--- config.mk ---
export PLATFORM = sky130hd
export DESIGN_NAME = lsa_lane_aligner
export DESIGN_NICKNAME = d
export VERILOG_FILES = /design/src/rtl/lsa_pkg.sv /design/src/rtl/lsa_align_check.sv /design/src/rtl/lsa_store_lanes.sv /design/src/rtl/lsa_load_extract.sv /design/src/rtl/lsa_lane_aligner.sv
export SDC_FILE = /design/constraint.sdc
export NUM_CORES = 1
export LEC_CHECK = 0
export BUFFER_PORTS_ARGS = -buffer_cell sky130_fd_sc_hd__buf_2
export CAP_MARGIN = 5
export CORE_MARGIN = 1
export CORE_UTILIZATION = 36
export DETAILED_ROUTE_END_ITERATION = 12
export PLACE_DENSITY = 0.86
export SKIP_LAST_GASP = 1
export SLEW_MARGIN = 20
export SYNTH_ARGS = -nofsm -noshare
export SYNTH_HDL_FRONTEND = slang
export SYNTH_HIERARCHICAL = 1
export SYNTH_SLANG_ARGS = --single-unit
--- constraint.sdc ---
create_clock -name vclk -period 1.8
set_input_delay 0.09 -clock vclk [all_inputs]
set_output_delay 0.09 -clock vclk [all_outputs]
set_load 0.005 [all_outputs]
--- src/rtl/lsa_pkg.sv ---
package lsa_pkg;
  // Access size codes shared by the whole load/store path.
  typedef enum logic [1:0] {
    ACC_BYTE = 2'b00,
    ACC_HALF = 2'b01,
    ACC_WORD = 2'b10,
    ACC_RSVD = 2'b11
  } acc_size_e;
endpackage

--- src/rtl/lsa_align_check.sv ---
module lsa_align_check
  import lsa_pkg::*;
#(
  parameter int OFS_W = 2
) (
  input  acc_size_e        i_size,
  input  logic [OFS_W-1:0] i_ofs,
  output logic             o_fault
);
  // Byte accesses are always legal, halves need an even offset,
  // full words need a zero offset, the spare code is always illegal.
  always_comb begin
    unique case (i_size)
      ACC_BYTE: o_fault = 1'b0;
      ACC_HALF: o_fault = i_ofs[0];
      ACC_WORD: o_fault = |i_ofs;
      default:  o_fault = 1'b1;
    endcase
  end
endmodule

--- src/rtl/lsa_store_lanes.sv ---
module lsa_store_lanes
  import lsa_pkg::*;
#(
  parameter int DATA_W = 32,
  parameter int NLANE  = DATA_W / 8,
  parameter int OFS_W  = $clog2(NLANE)
) (
  input  acc_size_e         i_size,
  input  logic [OFS_W-1:0]  i_ofs,
  input  logic              i_big,
  input  logic              i_fault,
  input  logic [DATA_W-1:0] i_data,
  output logic [NLANE-1:0]  o_wen,
  output logic [DATA_W-1:0] o_wdata
);
  localparam logic [OFS_W-1:0] LAST = OFS_W'(NLANE - 1);

  for (genvar g = 0; g < NLANE; g++) begin : g_lane
    localparam logic [OFS_W-1:0] LANE_IDX = OFS_W'(g);
    localparam int               HALF_B   = g % 2;

    logic [OFS_W-1:0] lane_addr;
    logic             lane_hit;
    logic [7:0]       lane_byte;

    // Byte address held by this lane under the selected numbering.
    assign lane_addr = i_big ? (LAST - LANE_IDX) : LANE_IDX;

    always_comb begin
      unique case (i_size)
        ACC_BYTE: lane_hit = (lane_addr == i_ofs);
        ACC_HALF: lane_hit = (lane_addr[OFS_W-1:1] == i_ofs[OFS_W-1:1]);
        ACC_WORD: lane_hit = 1'b1;
        default:  lane_hit = 1'b0;
      endcase
    end

    // Replication is endian-neutral: enables alone pick the lanes.
    always_comb begin
      unique case (i_size)
        ACC_BYTE: lane_byte = i_data[7:0];
        ACC_HALF: lane_byte = i_data[8*HALF_B +: 8];
        default:  lane_byte = i_data[8*g +: 8];
      endcase
    end

    assign o_wen[g]          = lane_hit & ~i_fault;
    assign o_wdata[8*g +: 8] = lane_byte;
  end

  // an accepted access enables exactly as many lanes as its size.
  always_comb begin
    if (!i_fault) begin
      p_lane_count_r8: assert ($countones(o_wen) ==
                               ((i_size == ACC_BYTE) ? 1 :
                                (i_size == ACC_HALF) ? 2 : NLANE))
        else $error("lane count mismatch");
    end
  end
endmodule

--- src/rtl/lsa_load_extract.sv ---
module lsa_load_extract
  import lsa_pkg::*;
#(
  parameter int DATA_W = 32,
  parameter int NLANE  = DATA_W / 8,
  parameter int OFS_W  = $clog2(NLANE)
) (
  input  acc_size_e         i_size,
  input  logic [OFS_W-1:0]  i_ofs,
  input  logic              i_big,
  input  logic              i_signed,
  input  logic [DATA_W-1:0] i_rdata,
  output logic [DATA_W-1:0] o_result
);
  localparam int               HW    = OFS_W - 1;
  localparam logic [OFS_W-1:0] LAST  = OFS_W'(NLANE - 1);
  localparam logic [HW-1:0]    HLAST = HW'(NLANE / 2 - 1);

  logic [OFS_W-1:0] byte_slot;
  logic [HW-1:0]    half_slot;
  logic [7:0]       byte_sel;
  logic [15:0]      half_sel;

  // Mirror the slot index in big-endian mode; halves are whole
  // 16-bit slots, so the pair order inside one matches both modes.
  always_comb begin
    byte_slot = i_big ? (LAST - i_ofs) : i_ofs;
    half_slot = i_big ? (HLAST - i_ofs[OFS_W-1:1]) : i_ofs[OFS_W-1:1];
    byte_sel  = i_rdata[{byte_slot, 3'b000} +: 8];
    half_sel  = i_rdata[{half_slot, 4'b0000} +: 16];
  end

  always_comb begin
    unique case (i_size)
      ACC_BYTE: o_result = {{(DATA_W-8){i_signed & byte_sel[7]}}, byte_sel};
      ACC_HALF: o_result = {{(DATA_W-16){i_signed & half_sel[15]}}, half_sel};
      default:  o_result = i_rdata;
    endcase
  end

  // unsigned byte loads leave every upper bit clear.
  always_comb begin
    if (i_size == ACC_BYTE && !i_signed) begin
      p_zero_fill_r1: assert (o_result[DATA_W-1:8] == '0)
        else $error("upper bits not cleared");
    end
  end

  // signed byte loads copy the byte's top bit upward.
  always_comb begin
    if (i_size == ACC_BYTE && i_signed) begin
      p_sign_fill_r2: assert (o_result[DATA_W-1:8] == {(DATA_W-8){o_result[7]}})
        else $error("sign not extended");
    end
  end
endmodule

--- src/rtl/lsa_lane_aligner.sv ---
module lsa_lane_aligner
  import lsa_pkg::*;
#(
  parameter int DATA_W = 32,
  localparam int NLANE = DATA_W / 8,
  localparam int OFS_W = $clog2(NLANE)
) (
  input  logic              i_big_endian,
  input  logic [1:0]        i_size,
  input  logic [OFS_W-1:0]  i_addr_lo,
  input  logic [DATA_W-1:0] i_store_data,
  output logic [NLANE-1:0]  o_byte_wen,
  output logic [DATA_W-1:0] o_wr_data,
  input  logic [DATA_W-1:0] i_mem_rdata,
  input  logic              i_load_signed,
  output logic [DATA_W-1:0] o_load_data,
  output logic              o_misaligned
);
  acc_size_e size;
  logic      fault;

  assign size = acc_size_e'(i_size);

  lsa_align_check #(
    .OFS_W (OFS_W)
  ) u_check (
    .i_size  (size),
    .i_ofs   (i_addr_lo),
    .o_fault (fault)
  );

  lsa_store_lanes #(
    .DATA_W (DATA_W),
    .NLANE  (NLANE),
    .OFS_W  (OFS_W)
  ) u_store (
    .i_size  (size),
    .i_ofs   (i_addr_lo),
    .i_big   (i_big_endian),
    .i_fault (fault),
    .i_data  (i_store_data),
    .o_wen   (o_byte_wen),
    .o_wdata (o_wr_data)
  );

  lsa_load_extract #(
    .DATA_W (DATA_W),
    .NLANE  (NLANE),
    .OFS_W  (OFS_W)
  ) u_load (
    .i_size   (size),
    .i_ofs    (i_addr_lo),
    .i_big    (i_big_endian),
    .i_signed (i_load_signed),
    .i_rdata  (i_mem_rdata),
    .o_result (o_load_data)
  );

  assign o_misaligned = fault;

  // a faulting access never reaches memory.
  always_comb begin
    if (o_misaligned) begin
      p_no_write_on_fault_r6: assert (o_byte_wen == '0)
        else $error("write enable during fault");
    end
  end

  // byte accesses are accepted at every offset.
  always_comb begin
    if (i_size == 2'b00) begin
      p_byte_never_faults_r5: assert (!o_misaligned && $countones(o_byte_wen) == 1)
        else $error("byte access rejected");
    end
  end

  // an accepted word store covers every lane.
  always_comb begin
    if (i_size == 2'b10 && !o_misaligned) begin
      p_word_all_lanes_r8: assert (o_byte_wen == '1)
        else $error("word store missing lanes");
    end
  end
endmodule

After elaboration in Yosys (flattened, before gate mapping)
Cells that the tools add are included.
{"block": "totals", "ff_bits": 0, "output_inout_bits": 69, "wordCells": 39}
{"block": "op_classes", "n_addsub": 2, "n_eq_ne": 10, "shift": 2, "mux": 15, "n_bitwise": 7, "reduce_logical": 3}
{"cell": "32-bit case mux with 2 select lines", "count": 1}
{"cell": "32-bit by 6-bit indexed part select with 16-bit output", "count": 1}
{"cell": "32-bit by 6-bit indexed part select with 8-bit output", "count": 1}
{"cell": "8-bit 2-to-1 mux", "count": 2}
{"cell": "8-bit case mux with 2 select lines", "count": 1}
{"cell": "1-bit case mux with 3 select lines", "count": 5}
{"cell": "2-bit 2-to-1 mux", "count": 5}
{"cell": "2-bit == test", "count": 4}
{"cell": "1-bit AND", "count": 6}
{"cell": "1-bit == test", "count": 4}
{"cell": "2-bit OR reduction", "count": 2}
{"cell": "2-bit by 1-bit == test with 1-bit output, second input constant", "count": 1}
{"cell": "2-bit == test, second input constant", "count": 1}
{"cell": "2-bit logical NOT", "count": 1}
{"cell": "2-bit subtractor, first input constant", "count": 1}
{"cell": "1-bit 2-to-1 mux", "count": 1}
{"cell": "1-bit NOT", "count": 1}
{"cell": "1-bit subtractor, first input constant", "count": 1}

Longest topological paths before layout
{"block": "logic_depth", "depth_word": 5, "ltp_mapped": 6}

Cells and area by module
The synthesis kept the hierarchy.
{"mod": "lsa_load_extract", "instances": 1, "cells_each": 102, "area_per_inst_um2": 665.6}
{"mod": "lsa_store_lanes", "instances": 1, "cells_each": 74, "area_per_inst_um2": 579.3}
{"mod": "lsa_align_check", "instances": 1, "cells_each": 3, "area_per_inst_um2": 13.8}

Worst setup path after synthesis
Ideal clock, no wire load.
{"block": "synth_path", "path_type": "input-to-output", "from": "input port i_addr_lo[1]", "to": "output port o_load_data[16]", "arrival_time_ns": 1.245, "t_required_ns": 1.710, "slack_ns": 0.465, "stages": 5, "cell_sequence": "xor2_2 mux2i_1 o22ai_2 buf_6 a21o_2"}
{"block": "synth_between", "elab_chain_cells": 5, "elab_cells_between_ends": 9}
{"element": "from (decl)", "line_no": "lsa_lane_aligner.sv:10", "rtl": "input logic [OFS_W-1:0] i_addr_lo,"}
{"element": "2-bit subtractor or 1-bit subtractor (tied branches)", "line_no": "lsa_load_extract.sv:27, lsa_load_extract.sv:28"}
{"element": "2-bit 2-to-1 mux or 1-bit 2-to-1 mux (tied branches)", "line_no": "lsa_load_extract.sv:27, lsa_load_extract.sv:28"}
{"element": "32-bit by 6-bit indexed part select with 8-bit output or 32-bit by 6-bit indexed part select with 16-bit output (tied branches)", "line_no": "lsa_load_extract.sv:29, lsa_load_extract.sv:30"}
{"element": "1-bit AND (on tied branches)", "line_no": "lsa_load_extract.sv:35, lsa_load_extract.sv:36"}
{"element": "32-bit case mux with 2 select lines *", "line_no": "lsa_load_extract.sv:34", "rtl": "unique case (i_size)"}
{"element": "to (decl)", "line_no": "lsa_lane_aligner.sv:16", "rtl": "output logic [DATA_W-1:0] o_load_data,"}
Every way passes the cells marked *; elsewhere a longest branch is shown, timed or not.

Worst setup path in the final report
{"block": "layout_path", "from": "input port i_big_endian", "to": "output port o_load_data[12]"}
{"block": "layout_between", "elab_chain_cells": 4, "elab_cells_between_ends": 6}
{"element": "from (decl)", "line_no": "lsa_lane_aligner.sv:8", "rtl": "input logic i_big_endian,"}
{"element": "2-bit 2-to-1 mux", "line_no": "lsa_load_extract.sv:27", "rtl": "byte_slot = i_big ? (LAST - i_ofs) : i_ofs;"}
{"element": "32-bit by 6-bit indexed part select with 8-bit output", "line_no": "lsa_load_extract.sv:29", "rtl": "byte_sel = i_rdata[{byte_slot, 3'b000} +: 8];"}
{"element": "1-bit AND", "line_no": "lsa_load_extract.sv:35", "rtl": "ACC_BYTE: o_result = {{(DATA_W-8){i_signed & byte_sel[7]}}, byte_sel};"}
{"element": "32-bit case mux with 2 select lines *", "line_no": "lsa_load_extract.sv:34"}
Marked as above.

==> flow_summary.json <==
{
  "syn-cell-area_mm2": 0.00126,
  "syn_inst": 179,
  "p_int_uw": 303,
  "seq_area_um2": 0,
  "via_per_inst": 5.31,
  "fin_area_mm2": 0.00195,
  "drt_first_pass_iters": 4,
  "fin_tns_setup_ns": 0,
  "ys_warn_count": 6,
  "rows": 21,
  "grt_pass1_wl_um": 6420,
  "synth_top_area_share_pct": 15.2,
  "status": "finished clean",
  "syn_avg_cell_area_um2": 7.03,
  "die-area_mm2": 0.00374,
  "startpoint_type": "primary input",
  "track_usage_pct": 22.2,
  "synth_common_cells": "nand2_1 (34), mux2_2 (17), a21o_2 (16)",
  "critPathMaxStageDelay_ns": 0.38,
  "synth.distinct_cells": 36,
  "synth.area.top_cells": "mux2_2 (15%), a21o_2 (11%), nand2_1 (10%)",
  "seq_area_frac_synth_pct": 0,
  "pwr-share-seq_pct": 0,
  "overflow": 0,
  "multi_input_area_mm2": 0.00110,
  "grt_max_degree": 25,
  "critPathMostFrequentCell": "buf_2",
  "setup_viol": 0,
  "pwr-share-comb_pct": 100.0,
  "port_buffers": 139,
  "worst_pin_slew_ns": 0.433,
  "synth_top_cell_by_area": "mux2_2",
  "first_iter_violations": 76,
  "min_path_type": "primary input to output pin",
  "area_delta_synth_final_pct": 54.6,
  "critical_path_peak_fanout": 12,
  "hold_buffers": 0,
  "diodes": 0,
  "drive_gt1_share_pct": 62.7,
  "synth_most_common_cell": "nand2_1",
  "crit_type": "primary input to output pin",
  "hold_viol": 0,
  "finalWeightedCongestion": 0.813,
  "wirelength_um": 4760,
  "io_pins": 139,
  "drv_cap": 0,
  "wl_per_cell_um": 13.5,
  "path_delay_family": "compound AO/OA/AOI/OAI gates",
  "crit_path_cell_trace": "buf_2, xor2_2, mux2i_2, o22a_2, o2111ai_1, buf_2",
  "worstHoldStart": "i_store_data[7]",
  "route.detailed.drc": 0,
  "die_height_um": 61.1,
  "p_per_area_mw_per_mm2": 299,
  "ir_drop_uv": 157,
  "dpl.hpwl_um": 3940,
  "leakagePower_uw": 0.00108,
  "cp_num_buf_inv": 2,
  "p_sw_share_pct": 47.9,
  "design.seq.count": 0,
  "final_nets": 378,
  "ant_nets": 0,
  "finalCriticalPeriod_ns": 1.71,
  "end_kind": "output pin",
  "pwr-share-clk_pct": 0,
  "finalCritPeriodShare_pct": 94.8,
  "cp_slowest_cell": "mux2i_2",
  "slew_headroom_pct": 71.1,
  "n_fill_cell": 344,
  "cts_setup_buffers": 0,
  "rsz0062_at_grt": "false",
  "synth_fp_nets": 249,
  "clock.fmax_mhz": 586,
  "nClkBuffers": 0,
  "worstPathArrival_ns": 1.62,
  "cp.depth": 6,
  "grt_pass1_vias": 1518,
  "hold_slack_ns": 0.387,
  "crit_start": "i_big_endian",
  "vias": 1870,
  "chipWidth_um": 61.1,
  "place_area_mm2": 0.00193,
  "initial_core_util_pct": 37.7,
  "core-area_mm2": 0.00334,
  "antenna_found_initial": 0,
  "switchingPower_uw": 278,
  "slew_violations": 0,
  "ctsResizeCount": 0,
  "critPathRequiredTime_ns": 1.71,
  "cp-endpoint": "o_load_data[12]",
  "whs_path_depth": 2
}
per-stage QoR:
stage,setup slack [ns],utilization (%),std cells,total power [uW]
after global routing,0.00893,58.3,352,640
after CTS,0.0627,58.0,352,579
after floorplan,0.465,-,179,310
after detailed placement,0.0773,58.0,352,576
final,0.0938,58.3,352,581
after global placement,0.101,58.0,352,569
metal layers:
metal	global-route usage (%)	vias up	wire length (um)
met3	0.840	8	396
met4	4.55	0	95
met1	23.7	833	1840
met2	47.0	116	2430
met5	0	-	0
li1	-	913	-
cell type report:
class / instances / share of cell area, %
repair buffers: 150 / 40.0
multi-input cells: 153 / 56.5
well taps: 46 / 2.96
inverters: 3 / 0.579
kinds of logic (layout without fill, tap and decap cells):
logic type | after synthesis | count (layout) | synth area share, %
xor+xnor | 5 | 5 | 4.08
simple gates | 62 | 62 | 23.7
mux | 26 | 26 | 22.4
compound gates | 60 | 60 | 36.3
buf+inv | 26 | 153 | 13.6
layout by cell type (no fill, tap or decap), types with 2 or more instances in the layout:
| cell type | n |
|---|---|
| mux2_2 | 17 |
| o2111ai_1 | 7 |
| buf_4 | 11 |
| buf_2 | 139 |
| nand3b_1 | 5 |
| a21o_2 | 16 |
| nor2_1 | 3 |
| a31oi_1 | 5 |
| or3b_1 | 2 |
| a221o_1 | 7 |
| inv_1 | 2 |
| xnor2_1 | 3 |
| nand3_1 | 10 |
| mux2i_1 | 8 |
| o21ai_0 | 9 |
| nand2_1 | 34 |
| a21oi_1 | 10 |
power groups by stage:
stage	Combinational, uW	Clock, uW	Sequential, uW
final	581	0	0
after detailed placement	576	0	0
after floorplan	310	0	0
after CTS	579	0	0
after global placement	569	0	0
after global routing	640	0	0
worst min path at each step:
stage / endpoint / slack [ns]
2_1_floorplan: o_wr_data[0] / 0.26
3_3_place_gp: o_wr_data[7] / 0.38
3_5_place_dp: o_wr_data[7] / 0.39
4_1_cts: o_wr_data[7] / 0.39
5_1_grt: o_wr_data[7] / 0.40
6_report: o_wr_data[7] / 0.39
No activity file was read; power rests on OpenSTA's default activity.
